[config.mk]
export PLATFORM = sky130hd
export DESIGN_NAME = status_pin_mux
export DESIGN_NICKNAME = d
export VERILOG_FILES = /design/src/rtl/spm_pkg.sv /design/src/rtl/spm_level_flags.sv /design/src/rtl/spm_event_flags.sv /design/src/rtl/spm_pin_drive.sv /design/src/rtl/status_pin_mux.sv
export SDC_FILE = /design/constraint.sdc
export NUM_CORES = 1
export LEC_CHECK = 0
export CAP_MARGIN = 20
export CELL_PAD_IN_SITES_DETAIL_PLACEMENT = 1
export CELL_PAD_IN_SITES_GLOBAL_PLACEMENT = 1
export CORE_ASPECT_RATIO = 0.6
export CORE_MARGIN = 10
export CORE_UTILIZATION = 28
export CTS_BUF_LIST = sky130_fd_sc_hd__clkbuf_4
export CTS_CLUSTER_DIAMETER = 200
export DETAILED_ROUTE_END_ITERATION = 16
export HOLD_SLACK_MARGIN = 0.03
export PLACE_DENSITY_LB_ADDON = 0.1
export SLEW_MARGIN = 40
export SYNTH_ARGS = -nofsm -noshare
export SYNTH_HDL_FRONTEND = slang
export SYNTH_SLANG_ARGS = --single-unit
export TNS_END_PERCENT = 20
[constraint.sdc]
create_clock -name clk -period 4.6 [get_ports clk]
set_input_delay 0.92 -clock clk [delete_from_list [all_inputs] [get_ports clk]]
set_output_delay 0.92 -clock clk [all_outputs]
set_load 0.05 [all_outputs]
[src/rtl/spm_pkg.sv]
package spm_pkg;
  localparam int CODE_W    = 6;
  localparam int NUM_FLAGS = 8;

  typedef logic [CODE_W-1:0] sel_code_t;

  localparam sel_code_t CODE_HIZ   = 6'h2E;
  localparam sel_code_t CODE_FIXED = 6'h2F;

  // flag indices equal the selection code that picks them
  localparam int FL_RX_THR  = 0;
  localparam int FL_RX_DATA = 1;
  localparam int FL_TX_THR  = 2;
  localparam int FL_TX_FULL = 3;
  localparam int FL_RX_OVF  = 4;
  localparam int FL_TX_UNF  = 5;
  localparam int FL_PKT     = 6;
  localparam int FL_CRC     = 7;
endpackage

[src/rtl/spm_level_flags.sv]
module spm_level_flags #(
  parameter int FIFO_DEPTH = 64,
  parameter int LW = $clog2(FIFO_DEPTH + 1)
) (
  input  logic          clk,
  input  logic          rst,
  input  logic [LW-1:0] rx_level,
  input  logic [LW-1:0] tx_level,
  input  logic [LW-1:0] rx_thresh,
  input  logic [LW-1:0] tx_thresh,
  input  logic          eop,
  output logic [3:0]    lvl_flags
);
  localparam logic [LW-1:0] FULL = LW'(FIFO_DEPTH);

  logic rx_ge, tx_ge, rx_empty, tx_full;
  logic [3:0] q;

  assign rx_ge    = (rx_level >= rx_thresh);
  assign tx_ge    = (tx_level >= tx_thresh);
  assign rx_empty = (rx_level == '0);
  assign tx_full  = (tx_level == FULL);

  always_ff @(posedge clk) begin
    if (rst) begin
      q <= '0;
    end else begin
      q[0] <= rx_ge;
      if (rx_ge || eop)  q[1] <= 1'b1;
      else if (rx_empty) q[1] <= 1'b0;
      q[2] <= tx_ge;
      if (tx_full)       q[3] <= 1'b1;
      else if (!tx_ge)   q[3] <= 1'b0;
    end
  end

  assign lvl_flags = q;

  assert_rx_below_R1: assert property (@(posedge clk) disable iff (rst)
    (rx_level < rx_thresh) |=> !lvl_flags[0]);
  assert_rx_drained_R2: assert property (@(posedge clk) disable iff (rst)
    (rx_level == '0 && rx_thresh != '0 && !eop) |=> !lvl_flags[1]);
  assert_tx_below_R3: assert property (@(posedge clk) disable iff (rst)
    (tx_level < tx_thresh) |=> !lvl_flags[2]);
  assert_tx_full_R4: assert property (@(posedge clk) disable iff (rst)
    (tx_level == FULL) |=> lvl_flags[3]);
endmodule

[src/rtl/spm_event_flags.sv]
module spm_event_flags #(
  parameter int FIFO_DEPTH = 64,
  parameter int LW = $clog2(FIFO_DEPTH + 1)
) (
  input  logic          clk,
  input  logic          rst,
  input  logic [LW-1:0] rx_level,
  input  logic [LW-1:0] tx_level,
  input  logic          rx_wr,
  input  logic          rx_read,
  input  logic          tx_rd,
  input  logic          rx_flush,
  input  logic          tx_flush,
  input  logic          sync_det,
  input  logic          eop,
  input  logic          crc_good,
  input  logic          addr_fail,
  input  logic          tx_mode,
  output logic [3:0]    evt_flags
);
  localparam logic [LW-1:0] FULL = LW'(FIFO_DEPTH);

  logic ovf_ev, unf_ev, pkt_kill, crc_set;
  logic ovf_q, unf_q, pkt_q, crc_q;

  assign ovf_ev   = rx_wr && (rx_level == FULL);
  assign unf_ev   = tx_rd && (tx_level == '0);
  assign pkt_kill = eop || (!tx_mode && (addr_fail || ovf_ev)) || (tx_mode && unf_ev);
  assign crc_set  = eop && crc_good && !tx_mode;

  always_ff @(posedge clk) begin
    if (rst) begin
      ovf_q <= 1'b0;
      unf_q <= 1'b0;
      pkt_q <= 1'b0;
      crc_q <= 1'b0;
    end else begin
      if (rx_flush)      ovf_q <= 1'b0;
      else if (ovf_ev)   ovf_q <= 1'b1;
      if (tx_flush)      unf_q <= 1'b0;
      else if (unf_ev)   unf_q <= 1'b1;
      if (pkt_kill)      pkt_q <= 1'b0;
      else if (sync_det) pkt_q <= 1'b1;
      if (crc_set)       crc_q <= 1'b1;
      else if (rx_read)  crc_q <= 1'b0;
    end
  end

  assign evt_flags = {crc_q, pkt_q, unf_q, ovf_q};

  assert_ovf_sticky_R5: assert property (@(posedge clk) disable iff (rst)
    (evt_flags[0] && !rx_flush) |=> evt_flags[0]);
  assert_ovf_flush_R5: assert property (@(posedge clk) disable iff (rst)
    rx_flush |=> !evt_flags[0]);
  assert_unf_sticky_R6: assert property (@(posedge clk) disable iff (rst)
    (evt_flags[1] && !tx_flush) |=> evt_flags[1]);
  assert_unf_flush_R6: assert property (@(posedge clk) disable iff (rst)
    tx_flush |=> !evt_flags[1]);
  assert_pkt_end_R7: assert property (@(posedge clk) disable iff (rst)
    eop |=> !evt_flags[2]);
  assert_crc_read_R8: assert property (@(posedge clk) disable iff (rst)
    (rx_read && !eop) |=> !evt_flags[3]);
endmodule

[src/rtl/spm_pin_drive.sv]
module spm_pin_drive
  import spm_pkg::*;
(
  input  logic                 clk,
  input  logic                 rst,
  input  sel_code_t            sel,
  input  logic                 inv,
  input  logic [NUM_FLAGS-1:0] flags,
  output logic                 pin_out,
  output logic                 pin_oe
);
  logic src;

  always_comb begin
    src = 1'b0;
    if (sel < sel_code_t'(NUM_FLAGS)) src = flags[sel[2:0]];
  end

  assign pin_oe  = (sel != CODE_HIZ);
  assign pin_out = pin_oe ? (src ^ inv) : 1'b0;

  assert_hiz_R9: assert property (@(posedge clk) disable iff (rst)
    (sel == CODE_HIZ) |-> (!pin_oe && !pin_out));
  assert_fixed_R9: assert property (@(posedge clk) disable iff (rst)
    (sel == CODE_FIXED) |-> (pin_out == inv));
  assert_driven_R10: assert property (@(posedge clk) disable iff (rst)
    (sel != CODE_HIZ) |-> pin_oe);
endmodule

[src/rtl/status_pin_mux.sv]
module status_pin_mux
  import spm_pkg::*;
#(
  parameter int NUM_PINS   = 3,
  parameter int FIFO_DEPTH = 64,
  parameter int LW = $clog2(FIFO_DEPTH + 1)
) (
  input  logic                       clk,
  input  logic                       rst,
  input  logic [NUM_PINS*CODE_W-1:0] pin_sel,
  input  logic [NUM_PINS-1:0]        pin_inv,
  input  logic [LW-1:0]              rx_level,
  input  logic [LW-1:0]              tx_level,
  input  logic [LW-1:0]              rx_thresh,
  input  logic [LW-1:0]              tx_thresh,
  input  logic                       rx_wr,
  input  logic                       rx_read,
  input  logic                       tx_rd,
  input  logic                       rx_flush,
  input  logic                       tx_flush,
  input  logic                       sync_det,
  input  logic                       eop,
  input  logic                       crc_good,
  input  logic                       addr_fail,
  input  logic                       tx_mode,
  output logic [NUM_PINS-1:0]        pin_out,
  output logic [NUM_PINS-1:0]        pin_oe
);
  logic [3:0] lvl_flags, evt_flags;
  logic [NUM_FLAGS-1:0] flags;

  spm_level_flags #(.FIFO_DEPTH(FIFO_DEPTH), .LW(LW)) u_lvl (
    .clk(clk), .rst(rst), .rx_level(rx_level), .tx_level(tx_level),
    .rx_thresh(rx_thresh), .tx_thresh(tx_thresh), .eop(eop),
    .lvl_flags(lvl_flags)
  );

  spm_event_flags #(.FIFO_DEPTH(FIFO_DEPTH), .LW(LW)) u_evt (
    .clk(clk), .rst(rst), .rx_level(rx_level), .tx_level(tx_level),
    .rx_wr(rx_wr), .rx_read(rx_read), .tx_rd(tx_rd),
    .rx_flush(rx_flush), .tx_flush(tx_flush), .sync_det(sync_det),
    .eop(eop), .crc_good(crc_good), .addr_fail(addr_fail),
    .tx_mode(tx_mode), .evt_flags(evt_flags)
  );

  assign flags = {evt_flags, lvl_flags};

  for (genvar p = 0; p < NUM_PINS; p++) begin : g_pin
    spm_pin_drive u_drv (
      .clk(clk), .rst(rst),
      .sel(pin_sel[p*CODE_W +: CODE_W]),
      .inv(pin_inv[p]),
      .flags(flags),
      .pin_out(pin_out[p]),
      .pin_oe(pin_oe[p])
    );
  end

  assert_reset_clear_R11: assert property (@(posedge clk)
    rst |=> ($countones(flags) == 0));
endmodule

[After elaboration in Yosys (flattened, before gate mapping)]
Cells that the tools add are included.
Word-level totals
  bits in registers: 8
  output and inout bits: 6
Cells by class
  bitwise gates (word level): 3
  muxes and demuxes: 18
  reductions and logical operators: 18
  equality and inequality tests: 6
  order comparisons: 8
Operators with widths (count)
  $lt 6x4->1 const B: 3
  $ne 6x6->1 const B: 3
  $mux 1: 15
  $eq 7x7->1 const B: 2
  $ge 7x7->1: 2
  $logic_not 7->1: 2
  $lt 3x4->1 const B: 3
  $bmux 1 s3: 3
  $logic_and 1x1->1: 6
  $reduce_or 2->1: 3
  $logic_or 1x1->1: 4
  $reduce_bool 2->1: 2
  $xor 1x1->1: 3
  $ne 2x2->1 const B: 1
  $logic_not 1->1: 1

[Depth between registers and ports, before layout]
  depth after elaboration: 7
  gate-level depth with buffers: 7
  mapped depth without buffers: 7

[Hierarchy]
A second synthesis with hierarchy kept.
Second synthesis, totals
  cells, all modules: 122
  area total of the unflattened synthesis: 1039.7 µm²
Modules (own cells, without submodules)
  spm_level_flags: cells an instance 63, seq. area each 80.1 µm², area each 486.7 µm², instances 1
  spm_pin_drive: cells an instance 11, seq. area each 0.0 µm², area each 106.4 µm², instances 3
  spm_event_flags: cells an instance 26, seq. area each 80.1 µm², area each 234.0 µm², instances 1

[Worst setup path before layout]
OpenSTA, ideal clock, no wires.
  path kind: input -> output
  start: input pin_sel[6]
  end: output pin_out[1]
  required time: 3.680 ns
  stages on the path: 6
  buffers on the path: 1
  setup slack: 1.587 ns
  arrival time: 2.093 ns
  cells stage by stage: mux4_1 -> mux2i_1 -> nor4_1 -> xor2_1 -> and2_1 -> buf_4
Between the ends
  cells in the longest elaborated chain, start to end: 5
Ends and longest elaborated chain
  from (decl): line status_pin_mux.sv:10  | input logic [NUM_PINS*CODE_W-1:0] pin_sel,
  branches (longest 4 deep; another with $lt 6x4->1)
  $mux 1 *: line spm_pin_drive.sv:20  | assign pin_out = pin_oe ? (src ^ inv) : 1'b0;
  to (decl): line status_pin_mux.sv:26  | output logic [NUM_PINS-1:0] pin_out,
Mark *: on every way between the ends. The select of a mux whose other input is x is not followed.

[Final worst setup path]
  start: input pin_sel[7]
  end: output pin_out[1]
The elaborated chain is that of the path after synthesis.

==> flow_metrics.tcl <==
set metrics [dict create \
    core_area_mm2 0.00338 \
    grt_pass1_vias 1217 \
    track_usage_pct 10.8 \
    status "finished clean" \
    vias_per_cell 4.90 \
    cts_buffers 3 \
    tritoncts "built" \
    ant_nets 0 \
    setup_viol 0 \
    die_area_mm2 0.00655 \
    synthArstFlopShare_pct 0 \
    synth_cell_types 33 \
    holdPathEnd "u_evt.unf_q" \
    peakVddDrop_mv 0.0828 \
    finalCriticalPeriod_ns 4.22 \
    yosysTopAreaCellShare_pct 17.1 \
    fin_nets 250 \
    powerDensity_mw_per_mm2 143 \
    power_uw 244 \
    hold_path.startpoint "u_evt.unf_q" \
    die_w_um 98.0 \
    synth_enable_flop_cells 0 \
    cts_root_buf "clkbuf_4" \
    pwr-share-clk_pct 21.2 \
    drive_above_1_share_pct 6.36 \
    port_buffers 66 \
    combPwrFrac_pct 48.1 \
    r2r_cells 3 \
    postCtsSetupBuffers 0 \
    worst_pin_slew_ns 0.503 \
    r2r_start "u_lvl.lvl_flags[3]" \
    postSynthCellCount 111 \
    p_switching_uw 68.2 \
    antenna_found_initial 0 \
    avgSynthCellArea_um2 9.21 \
    die_height_um 66.8 \
    reg2reg_to "u_lvl.lvl_flags[3]" \
    synth.cell_area_mm2 0.00102 \
    clock_sinks 8 \
    finalMaxSlewViolations 0 \
    hold-path-cell-count 2 \
    dp_hpwl_mm 3.39 \
    hold_path.class "register to register" \
    routed_wirelength_mm 3.65 \
    synth.area.top_cells "ha_1, dfxtp_1, mux4_1" \
    pin_count 67 \
    drc 0 \
    syn_to_final_growth_pct 67.6 \
    vias 1068 \
    skew_ns 0 \
    fmax_ghz 0.237 \
    htree_levels 1 \
    cts.clk_slew.worst_paths_ns 0.06 \
    grt_pass1_wl_mm 5.82 \
    placementRows 16 \
    wl_met2_mm 1.60 \
    endpoint_kind "primary output" \
    drv_cap 0 \
    synth_ff_type "dfxtp_1" \
    r2r_slack_ns 3.68 \
    crit_fanout 3 \
    hold_slack_ns 0.489 \
    synth_seq_cells 8 \
    synth_top_cell_by_area "ha_1" \
    insertion_delay_ns 0.25 \
    slew_headroom_pct 66.4 \
    internal-power_uw 176 \
    cts-resized-gates 0 \
    initial_utilization_pct 30.2 \
    sw_frac_of_total_pct 27.9 \
    hold_buffers 0 \
    rsz0062_at_grt "no" \
    p_leak_uw 0.000766 \
    post-route-period-util_pct 91.7 \
    finalHoldViolCount 0 \
    final_util_pct 50.6 \
    fin_setup_tns_ns 0 \
    n_fill_cell 391 \
    wl_met3_um 391 \
    ys.warnings.count 0 \
    firstDrtPassIters 4 \
    avgRoutedWirePerCell_um 16.8 \
    antenna_cells 0 \
    highest_layer "met3" \
    drt_iter0_markers 15 \
    grt_start_max_net_pins 10 \
    seq_area_frac_synth_pct 15.7 \
    worstPathRequired_ns 3.68 \
    cp.arrival_ns 3.30 \
    m1WireLength_mm 1.66 \
    start_kind "input pin" \
    synth_nets 186 \
    cts_buffer_depth 2 \
    grt-ovfl-total 0 \
    seq_power_share_pct 30.7 \
    critPathKind "input pin to primary output" \
    gp_congestion 0.750 \
]
how the worst max path moves through the flow:
stage	start	to	depth (start not counted)
global route	pin_sel[6]	pin_out[1]	7
detailed placement	pin_sel[7]	pin_out[1]	7
finish	pin_sel[7]	pin_out[1]	7
global placement	pin_sel[6]	pin_out[1]	7
CTS	pin_sel[12]	pin_out[2]	7
floorplan	pin_sel[6]	pin_out[1]	6
through the flow:
| step | setup slack, ns | instances | instance area, um^2 |
|---|---|---|---|
| detailed placement | 0.385 | 215 | 1690 |
| finish | 0.380 | 218 | 1710 |
| floorplan | 1.59 | 111 | 1020 |
| global placement | 0.399 | 215 | 1690 |
| global route | 0.255 | 218 | 1710 |
| CTS | 0.380 | 218 | 1710 |
kinds of logic (layout without fill, tap and decap cells):
kind of cell    after synthesis  count (layout)  synth area share (%)
compound gates               19              19                  13.3
xor+xnor                      1               1                 0.857
fa+ha+maj                    14              14                  17.1
buf+inv                      23              85                  10.6
flops                         8               8                  15.7
mux                           9               9                  18.4
simple gates                 37              37                  24.0
Yosys cell counts, types with 3 or more instances:
| master | instances |
|---|---|
| a21o_1 | 5 |
| mux2i_1 | 3 |
| mux4_1 | 6 |
| nand2_1 | 4 |
| or4_4 | 3 |
| buf_4 | 6 |
| nand3b_1 | 3 |
| dfxtp_1 | 8 |
| inv_1 | 16 |
| nand2b_1 | 4 |
| ha_1 | 14 |
| nor2_1 | 7 |
| a21oi_1 | 3 |
| a211oi_1 | 3 |
cell usage in the layout (no fill, tap or decap), drive strengths merged, types with 4 or more instances in the layout:
cell type	count
ha	14
nand3	4
dfxtp	8
nand2	4
clkdlybuf4s50	66
nand2b	4
inv	16
a21o	5
nor2	7
mux4	6
state kept, by name, summed over array words and instances, names as in the netlist:
signal           flops
u_lvl.lvl_flags      4
u_evt.crc_q          1
u_evt.ovf_q          1
u_evt.pkt_q          1
u_evt.unf_q          1
critical path, stage by stage:
cell             delay [ns]
clkdlybuf4s50_1        0.53
mux4_1                 0.57
mux2i_1                0.15
nor4_1                 0.08
xor2_1                 0.12
and2_1                 0.13
clkdlybuf4s50_1        0.80
cell type report:
type | count | area, um^2 | area share [%]
Inverter | 16 | 60.1 | 3.51
Clock buffer | 3 | 22.5 | 1.31
Timing Repair Buffer | 66 | 661 | 38.6
Tap cell | 45 | 56.3 | 3.29
Sequential cell | 8 | 160 | 9.35
Multi-Input combinational cell | 80 | 753 | 44.0
layer usage:
layer | vias up | global-route usage (%)
met3 | 0 | 4.12
met4 | 0 | 1.62
li1 | 538 | -
met5 | - | 0
met1 | 489 | 13.5
met2 | 41 | 17.5
power groups by stage:
stage               sequential [uW]  clock [uW]  combinational (uW)
floorplan                      75.1           0                49.1
global placement               76.3           0                 113
detailed placement             76.3           0                 118
CTS                            74.9        53.8                 119
global route                   75.5        58.3                 128
finish                         74.9        51.8                 117
No activity file was read; power rests on OpenSTA's default activity.
